$ cat config.mk
export PLATFORM = sky130hd
export DESIGN_NAME = rtc_bcd_core
export DESIGN_NICKNAME = d
export VERILOG_FILES = /design/src/rtl/rtc_bcd_pkg.sv /design/src/rtl/rtc_advance.sv /design/src/rtl/rtc_counter.sv /design/src/rtl/rtc_regs.sv /design/src/rtl/rtc_bcd_core.sv
export SDC_FILE = /design/constraint.sdc
export NUM_CORES = 1
export LEC_CHECK = 0
export BUFFER_PORTS_ARGS = -buffer_cell sky130_fd_sc_hd__buf_4
export CORE_ASPECT_RATIO = 1.1
export CORE_MARGIN = 1
export CORE_UTILIZATION = 58
export DETAILED_ROUTE_END_ITERATION = 7
export PLACE_DENSITY = 0.86
export SLEW_MARGIN = 10
export SYNTH_ARGS = -nofsm -noshare
export SYNTH_HDL_FRONTEND = slang
export SYNTH_SLANG_ARGS = --single-unit
$ cat constraint.sdc
create_clock -name clk -period 3 [get_ports clk]
set_input_delay 0.9 -clock clk [delete_from_list [all_inputs] [get_ports clk]]
set_output_delay 0.9 -clock clk [all_outputs]
set_load 0.005 [all_outputs]
$ cat src/rtl/rtc_bcd_pkg.sv
package rtc_bcd_pkg;
   localparam int NFIELD    = 7;
   localparam int F_SEC     = 0;
   localparam int F_MIN     = 1;
   localparam int F_HOUR    = 2;
   localparam int F_DOW     = 3;
   localparam int F_DATE    = 4;
   localparam int F_MON     = 5;
   localparam int F_YEAR    = 6;
   localparam int CTRL_OFS  = 7;
   localparam int SPARE_OFS = 8;
   localparam int STOP_BIT  = 7;
   localparam int FRZ_BIT   = 6;
   localparam int STAGE_BIT = 7;
   localparam logic [7:0] FLAG_KEEP = 8'hD0;

   typedef logic [NFIELD-1:0][7:0] rtc_time_t;

   // digit bits of each field, year down to seconds
   localparam rtc_time_t DIGIT_MASK = {8'hFF, 8'h1F, 8'h3F, 8'h07, 8'h3F, 8'h7F, 8'h7F};

   // {wrapped, next byte}; bits outside mask are carried unchanged
   function automatic logic [8:0] bcd_step(input logic [7:0] v, input logic [7:0] mask,
                                           input logic [7:0] lo, input logic [7:0] hi);
      logic [7:0] d;
      logic [7:0] n;
      logic       w;
      d = v & mask;
      w = (d >= hi);
      if (w)
         n = lo;
      else if (d[3:0] >= 4'h9)
         n = {d[7:4] + 4'h1, 4'h0};
      else
         n = d + 8'h01;
      return {w, (v & ~mask) | (n & mask)};
   endfunction

   function automatic logic [7:0] month_len(input logic [7:0] mon, input logic [7:0] yr);
      logic [4:0] m4;
      logic       leap;
      logic [7:0] len;
      m4   = {yr[7:4], 1'b0} + {1'b0, yr[3:0]};
      leap = (m4[1:0] == 2'b00);
      case (mon & 8'h1F)
         8'h02:                      len = leap ? 8'h29 : 8'h28;
         8'h04, 8'h06, 8'h09, 8'h11: len = 8'h30;
         default:                    len = 8'h31;
      endcase
      return len;
   endfunction
endpackage

$ cat src/rtl/rtc_advance.sv
module rtc_advance
   import rtc_bcd_pkg::*;
(
   input  rtc_time_t cur,
   input  logic      step,
   output rtc_time_t nxt
);
   logic [8:0] r_sec, r_min, r_hour, r_dow, r_date, r_mon, r_year;
   logic       c_min, c_hour, c_day, c_mon, c_year;

   always_comb begin
      r_sec  = bcd_step(cur[F_SEC],  DIGIT_MASK[F_SEC],  8'h00, 8'h59);
      r_min  = bcd_step(cur[F_MIN],  DIGIT_MASK[F_MIN],  8'h00, 8'h59);
      r_hour = bcd_step(cur[F_HOUR], DIGIT_MASK[F_HOUR], 8'h00, 8'h23);
      r_dow  = bcd_step(cur[F_DOW],  DIGIT_MASK[F_DOW],  8'h01, 8'h07);
      r_date = bcd_step(cur[F_DATE], DIGIT_MASK[F_DATE], 8'h01,
                        month_len(cur[F_MON], cur[F_YEAR]));
      r_mon  = bcd_step(cur[F_MON],  DIGIT_MASK[F_MON],  8'h01, 8'h12);
      r_year = bcd_step(cur[F_YEAR], DIGIT_MASK[F_YEAR], 8'h00, 8'h99);

      c_min  = step   & r_sec[8];
      c_hour = c_min  & r_min[8];
      c_day  = c_hour & r_hour[8];
      c_mon  = c_day  & r_date[8];
      c_year = c_mon  & r_mon[8];

      nxt         = cur;
      nxt[F_SEC]  = step   ? r_sec[7:0]  : cur[F_SEC];
      nxt[F_MIN]  = c_min  ? r_min[7:0]  : cur[F_MIN];
      nxt[F_HOUR] = c_hour ? r_hour[7:0] : cur[F_HOUR];
      nxt[F_DOW]  = c_day  ? r_dow[7:0]  : cur[F_DOW];
      nxt[F_DATE] = c_day  ? r_date[7:0] : cur[F_DATE];
      nxt[F_MON]  = c_mon  ? r_mon[7:0]  : cur[F_MON];
      nxt[F_YEAR] = c_year ? r_year[7:0] : cur[F_YEAR];
   end
endmodule

$ cat src/rtl/rtc_counter.sv
module rtc_counter
   import rtc_bcd_pkg::*;
#(
   parameter rtc_time_t INIT = '0
)(
   input  logic       clk,
   input  logic       rst_n,
   input  logic       tick,
   input  logic       load,
   input  rtc_time_t  load_val,
   input  logic       fld_we,
   input  logic [2:0] fld_idx,
   input  logic [7:0] fld_data,
   output rtc_time_t  cnt
);
   rtc_time_t nxt;
   logic      step;

   assign step = tick & ~cnt[F_SEC][STOP_BIT];

   rtc_advance u_adv (
      .cur  (cnt),
      .step (step),
      .nxt  (nxt)
   );

   // a bulk load or a direct field write takes the cycle; a tick there is dropped
   always_ff @(posedge clk or negedge rst_n) begin
      if (!rst_n)
         cnt <= INIT;
      else if (load)
         cnt <= load_val;
      else if (fld_we)
         cnt[fld_idx] <= fld_data;
      else
         cnt <= nxt;
   end
endmodule

$ cat src/rtl/rtc_regs.sv
module rtc_regs
   import rtc_bcd_pkg::*;
#(
   parameter int        ADDR_W = 4,
   parameter rtc_time_t INIT   = '0
)(
   input  logic              clk,
   input  logic              rst_n,
   input  logic [ADDR_W-1:0] addr,
   input  logic              wr_en,
   input  logic [7:0]        wr_data,
   input  rtc_time_t         cnt,
   output logic [7:0]        rd_data,
   output rtc_time_t         vis,
   output logic              rbit_q,
   output logic              wbit_q,
   output logic              load,
   output logic              fld_we,
   output logic [2:0]        fld_idx,
   output logic [7:0]        fld_data
);
   localparam int NREG     = 2 ** ADDR_W;
   localparam int FLAG_OFS = NREG - 1;
   localparam int N_SPARE  = NREG - SPARE_OFS - 1;
   localparam int SP_W     = (N_SPARE > 1) ? $clog2(N_SPARE) : 1;

   logic [7:0]        ctrl_q;
   logic [7:0]        flag_q;
   logic [7:0]        spare_q [N_SPARE];
   logic              is_time, is_ctrl, is_flag;
   logic [ADDR_W-1:0] sp_off;

   assign is_time  = (addr < ADDR_W'(NFIELD));
   assign is_ctrl  = (addr == ADDR_W'(CTRL_OFS));
   assign is_flag  = (addr == ADDR_W'(FLAG_OFS));
   assign rbit_q   = ctrl_q[FRZ_BIT];
   assign wbit_q   = ctrl_q[STAGE_BIT];
   assign fld_we   = wr_en & is_time & ~wbit_q;
   assign fld_idx  = addr[2:0];
   assign fld_data = wr_data;
   assign load     = wr_en & is_ctrl & ~wr_data[STAGE_BIT] & wbit_q;

   always_ff @(posedge clk or negedge rst_n) begin
      if (!rst_n) begin
         ctrl_q <= '0;
         flag_q <= '0;
      end else if (wr_en) begin
         if (is_ctrl) ctrl_q <= wr_data;
         if (is_flag) flag_q <= wr_data & FLAG_KEEP;
      end
   end

   // visible set: staged writes while staging, else mirror unless frozen
   always_ff @(posedge clk or negedge rst_n) begin
      if (!rst_n)
         vis <= INIT;
      else if (wbit_q) begin
         if (wr_en && is_time) vis[addr[2:0]] <= wr_data;
      end else if (!rbit_q)
         vis <= cnt;
   end

   for (genvar g = 0; g < N_SPARE; g++) begin : g_spare
      always_ff @(posedge clk or negedge rst_n) begin
         if (!rst_n)
            spare_q[g] <= '0;
         else if (wr_en && addr == ADDR_W'(SPARE_OFS + g))
            spare_q[g] <= wr_data;
      end
   end

   always_comb begin
      sp_off = addr - ADDR_W'(SPARE_OFS);
      if (is_time)
         rd_data = vis[addr[2:0]];
      else if (is_ctrl)
         rd_data = ctrl_q;
      else if (is_flag)
         rd_data = flag_q;
      else
         rd_data = spare_q[sp_off[SP_W-1:0]];
   end
endmodule

$ cat src/rtl/rtc_bcd_core.sv
module rtc_bcd_core
   import rtc_bcd_pkg::*;
#(
   parameter int ADDR_W        = 4,
   parameter bit START_STOPPED = 1'b1
)(
   input  logic              clk,
   input  logic              rst_n,
   input  logic              tick,
   input  logic [ADDR_W-1:0] addr,
   input  logic              wr_en,
   input  logic [7:0]        wr_data,
   output logic [7:0]        rd_data
);
   localparam logic [7:0] INIT_SEC  = START_STOPPED ? 8'h80 : 8'h00;
   localparam rtc_time_t  INIT_TIME = {8'h00, 8'h01, 8'h01, 8'h01, 8'h00, 8'h00, INIT_SEC};

   if (ADDR_W < 4) begin : g_bad_addr
      $error("rtc_bcd_core: ADDR_W must be at least 4");
   end

   rtc_time_t  cnt;
   rtc_time_t  vis;
   logic       rbit_q, wbit_q, load, fld_we;
   logic [2:0] fld_idx;
   logic [7:0] fld_data;

   rtc_regs #(.ADDR_W(ADDR_W), .INIT(INIT_TIME)) u_regs (
      .clk      (clk),
      .rst_n    (rst_n),
      .addr     (addr),
      .wr_en    (wr_en),
      .wr_data  (wr_data),
      .cnt      (cnt),
      .rd_data  (rd_data),
      .vis      (vis),
      .rbit_q   (rbit_q),
      .wbit_q   (wbit_q),
      .load     (load),
      .fld_we   (fld_we),
      .fld_idx  (fld_idx),
      .fld_data (fld_data)
   );

   rtc_counter #(.INIT(INIT_TIME)) u_cnt (
      .clk      (clk),
      .rst_n    (rst_n),
      .tick     (tick),
      .load     (load),
      .load_val (vis),
      .fld_we   (fld_we),
      .fld_idx  (fld_idx),
      .fld_data (fld_data),
      .cnt      (cnt)
   );
endmodule

# Word-level counts from Yosys, hierarchy flattened
# Cells that the tools add are included.
# W data, S select, Z words.
dict set report op_classes {
  add_sub_neg 15
  n_lt_le_gt_ge 18
  n_eq_ne 16
  muxes 40
  bitwise_logic 21
  n_reduce_logical 20
}
# operator count
set ops {}
lappend ops {{$mux W56} 5}
lappend ops {{$mux W8} 16}
lappend ops {{$bwmux W56} 2}
lappend ops {{$bmux W8 S3} 2}
lappend ops {{$eq A4 B4 Y1 const B} 8}
lappend ops {{$ge A4 B4 Y1 const B} 7}
lappend ops {{$mux W7} 4}
lappend ops {{$demux W8 S3} 1}
lappend ops {{$mux W6} 4}
lappend ops {{$reduce_bool A3 Y1} 6}
lappend ops {{$or A8 B6 Y8} 2}
lappend ops {{$or A8 B7 Y8} 2}
lappend ops {{$pmux W8 S2} 1}
lappend ops {{$add A7 B1 Y7 const B} 2}
lappend ops {{$ge A7 B7 Y1 const B} 2}
lappend ops {{$add A6 B1 Y6 const B} 2}
lappend ops {{$and A1 B1 Y1} 11}
lappend ops {{$eq A5 B3 Y1 const B} 2}
lappend ops {{$mux W5} 2}
lappend ops {{$add A3 B1 Y3 const B} 3}
lappend ops {{$logic_and A1 B1 Y1} 9}
lappend ops {{$add A8 B1 Y8 const B} 1}
lappend ops {{$ge A6 B8 Y1} 1}
lappend ops {{$ge A8 B8 Y1 const B} 1}
lappend ops {{other kinds (28)} 34}
dict set report word_totals {
  reg_bits 179
  inputBits 16
  out_inout_bits 8
  word_cells 153
}

# Longest topological paths before layout
dict set report logic_depth {
  ltp_word 10
  depth_mapped 12
  mapped_depth_nobuf 11
}

# By module
# A second synthesis with hierarchy kept.
dict set report unflattened {
  hier_cells 1112
  area_unflattened_um2 11551.1
}
# mod instances cells_per_inst area_per_inst_um2 seq_area_each_um2
set modules_own_cells {}
lappend modules_own_cells {rtc_regs 1 569 6633.9 3083.0}
lappend modules_own_cells {rtc_counter 1 283 3204.3 1406.3}
lappend modules_own_cells {rtc_advance 1 260 1712.9 0.0}

# Worst setup path after synthesis
# No wires, ideal clock.
dict set report synth_timing {
  path_type {in2out}
  start {input addr[0]}
  end {output rd_data[1]}
  t_arrival_ns 2.266
  required_time_ns 2.100
  slack_ns -0.166
  stages 5
  n_path_buf 3
  cell_sequence {buf_4 buf_4 buf_2 mux4_2 mux4_2}
}
dict set report synth_via {
  elab_chain_len 8
  elab_cells_between_ends 13
  classes_between {add/sub (1); order compare (1); eq/ne (2); mux (8); bitwise (1)}
}
# item line_no
set synth_rtl {}
lappend synth_rtl {{start: declaration} rtc_bcd_core.sv:10} ;# input logic [ADDR_W-1:0] addr,
lappend synth_rtl {{$sub A3 B1 Y3} rtc_regs.sv:73} ;# sp_off = addr - ADDR_W'(SPARE_OFS);
lappend synth_rtl {{$not A3 Y4 (implied by the code)} rtc_regs.sv:81} ;# rd_data = spare_q[sp_off[SP_W-1:0]];
lappend synth_rtl {{$bmux W8 S3} rtc_regs.sv:81}
lappend synth_rtl {{$mux W8 (implied by the code) (2 in a row)} rtc_regs.sv:81}
lappend synth_rtl {{$mux W8} rtc_regs.sv:78} ;# else if (is_flag)
lappend synth_rtl {{$mux W8} rtc_regs.sv:76} ;# else if (is_ctrl)
lappend synth_rtl {{$mux W8 *} rtc_regs.sv:74} ;# if (is_time)
lappend synth_rtl {{end: declaration} rtc_bcd_core.sv:13} ;# output logic [7:0] rd_data
# Every way passes the cells marked *; elsewhere a longest branch is shown, timed or not. The select of a mux whose other input is x is not followed.

# Worst setup path in the final report
dict set report layout_timing {
  start {input addr[1]}
  end {output rd_data[6]}
}
# The elaborated chain is that of the path after synthesis.

==> impl_results.md <==
* Status: finished, violations left
* Failing checks: negative setup slack
* Post-Synth XOR/XNOR Area at 1.119%
* Hold_ws at 354.4 ps
* Syn Inst Count at 1,061
* Layer with the highest usage: met2
* Vias in the first global route at 9,955
* Synth Register Bits at 179
* # rows at 52
* Worst vdd ir at 536.9 uV
* Hold Vio Cnt, Final at 0
* Initial antenna violation count at 0
* Pin count of the biggest net entering global routing at 70
* H-tree Lvls at 4
* Clock-pin slew of the registers on the worst-case setup and hold paths at 80 ps
* Synth Cell Area at 10,960 um^2
* Fin. max-slew vios at 0
* Synth warn at 0
* I/O pin total at 24
* Crit path DAT at 2300 ps
* First-pass GRT wire length at 55,790 um
* Die height at 146.2 um
* Crit end category: primary output
* Commonest non-fill, non-tap cell in the layout: dfrtp_1
* Period minus WS final at 3196 ps
* Clock sinks at 179
* All-Layer GR Usage at 37.94%
* Kind of critical path: input port to primary output
* Die Area at 19,450 um^2
* Grt met3 use at 10.49%
* Post-synthesis compound-gate area fraction at 21.77%
* Post-DP Area at 11,730 um^2
* Leakage power at 5.638 nW
* Initial DRC count at 1,602
* Clk_lat worst skew at 460 ps
* Max Fclk at 312.9 MHz
* Synth top area cells: dfrtp_1, mux2_2, a221oi_1, mux4_2, ha_1
* Synth Area in Simple Gates at 11.67%
* Post-synth top area cell: dfrtp_1
* Detailed-placement wirelength estimate at 22,710 um
* Detailed-route wire length per cell at 25.70 um
* Antenna diodes at 0
* Core ar. at 18,480 um^2
* Grt met2 use at 57.20%
* Vias at 9,941
* Final setup fails at 8
* Worst setup margin at -196.1 ps
* Reg2reg start: u_cnt.cnt[40]$_DFFE_PN1P_
* EDFF count, synth at 0
* Vias/cell at 7.235
* Fin Clk Skew at 11.76 ps
* Ratio of cells with drive above 1 in the final layout at 29.27%
* Tcrit/Tclk final at 106.5%
* TritonCTS clock tree: built
* GPL Wtd Cong at 1.000
* GR Util met1 at 46.71%
* Startpoint types: input port
* Num CTS Buffers at 17
* Die width at 133.1 um
* Worst flop-to-flop path endpoint: u_cnt.cnt[36]$_DFFE_PN0P_
* Worst reg-to-reg path cell count at 11
* DRT Wirelength at 35,310 um
* Drt pass-1 iters at 8
* Worst path required time at 2100 ps
* Mux cell area share after synthesis at 14.24%
* R2R Setup Slk at 20 ps
* Seq/Total Area, Yosys at 40.96%
* RSZ-0062 raised after global routing: true
* # hold bufs at CTS at 0
* P per Cell Area at 828.7 nW/um^2
* Top cell type's share of synthesized area at 39.05%
* Nets at 1,166
* Max-cap viol count at 0
* CP max FO at 8
* Area Growth Syn to Fin at 16.43%
* Top_reg_cell synth: dfrtp_1
* Post-route ant nets at 0
* Slew HR at 54.30%
* Storage element area at 4489 um^2
* Initial Util at 59.31%
* Largest family of logic cells by synthesized area: compound AO/OA/AOI/OAI gates
* CTS Buffer Depth at 2
* Area of the multi-input gates at 5944 um^2
* Netlist cell types at 96
* Commonest cells after routing, fill and taps aside: dfrtp_1, buf_4, a21oi_1
* Adder-cell share of the synthesized area at 3.653%
* Clk root buf: clkbuf_16
* Fin area at 12,760 um^2
* Fraction of registers with async set/reset at 100.0%
* DRC violations left at 0
* Least-Margin Pin Slew at 681.8 ps
* Total global routing overflow at 0
* Syn_nets at 1,109
* Syn avg cell area at 10.33 um^2
* HP Class: input port to async pin
* Number of fill cells at 1,254
* Port Buffers at 23
## sequential cells by signal, summed over array words and instances, names as in the netlist
| register | flops |
|---|---|
| u_regs.flag_q | 3 |
| u_regs.ctrl_q | 8 |
| u_regs.vis | 56 |
| u_cnt.cnt | 56 |
| u_regs.spare_q | 56 |
## worst max-delay path by stage
stage	from	end	cells after the start
after floorplan	u_cnt.cnt[40]$_DFFE_PN1P_	u_cnt.cnt[48]$_DFFE_PN0P_	12
after global placement	addr[1]	rd_data[7]	6
after detailed placement	addr[1]	rd_data[1]	5
after CTS	addr[1]	rd_data[7]	6
after global routing	addr[1]	rd_data[1]	5
final	addr[1]	rd_data[6]	7
## through the flow
stage	power, mW	setup TNS [ps]	instances	util [%]	setup WS, ps
after floorplan	6.463	0	1061	-	1.043
after global placement	7.574	-3290	1327	63.46	-313.5
after detailed placement	7.776	-5645	1327	63.46	-333.0
after CTS	10.24	-720.6	1370	68.53	-198.2
after global routing	11.07	-1358	1374	69.05	-197.5
final	10.57	-1106	1374	69.05	-196.1
## synth_stat cells (5+ instances only)
library cell,count
o21ai_1,7
a221oi_1,54
xor2_1,7
nand2_1,69
o31ai_2,5
o21ai_0,58
nor2_1,54
o31ai_1,5
clkbuf_1,50
o211ai_1,17
and3_1,16
o2bb2ai_1,10
mux2_1,11
a22oi_1,14
ha_1,32
inv_1,59
dfstp_2,8
nand3_1,15
and2_1,12
mux4_2,20
a31oi_1,17
o22ai_1,6
a21oi_1,74
a22o_1,7
o32ai_1,6
xnor2_1,7
buf_6,8
mux2i_1,22
buf_4,9
mux2_2,64
a221o_1,9
a21oi_2,6
nor3b_1,9
nand4_1,8
nor2b_1,5
buf_2,21
dfrtp_1,171
## cells by family (layout without fill, tap and decap cells)
logic type / after synthesis / after routing
AOI/OAI and AO/OA: 332 / 332
and+or+nand+nor: 232 / 232
DFF: 179 / 179
buffers and inverters: 152 / 222
muxes: 120 / 120
adders and majority gates: 32 / 32
xor gates and xnor gates: 14 / 14
## power breakdown
| group | leakage (nW) | total [mW] | internal [mW] | switching (mW) |
|---|---|---|---|---|
| sequential | 2.22 | 4.29 | 3.27 | 1.02 |
| combinational | 3.13 | 3.98 | 1.94 | 2.04 |
| clock | 0.292 | 2.30 | 1.13 | 1.17 |
## worst max-delay path: stages
cell,delay (ps)
buf_12,90
buf_12,120
buf_6,110
mux4_2,610
o21ai_2,230
o2bb2ai_2,90
buf_4,140
## routing by layer
layer / up-vias / part of all wire [%]
li1: 4087 / -
met3: 281 / 12
met2: 810 / 44
met1: 4763 / 35
met4: 0 / 8.7
met5: - / 0
## cell type report
type | instances | area share, %
sequential | 179 | 35.18
inverter | 59 | 1.755
multi-input combinational | 730 | 46.59
tap | 243 | 2.383
clock buffer | 17 | 3.334
clock inverter | 15 | 1.412
timing repair buffer | 131 | 9.345
## timing repair
item                                    CTS  global route
gates cloned                              2             0
pin swaps                                13             9
buffers inserted                          9             4
endpoints found under the setup margin   25            16
resized for setup                        54            14
(Power assumes the default switching activity.)
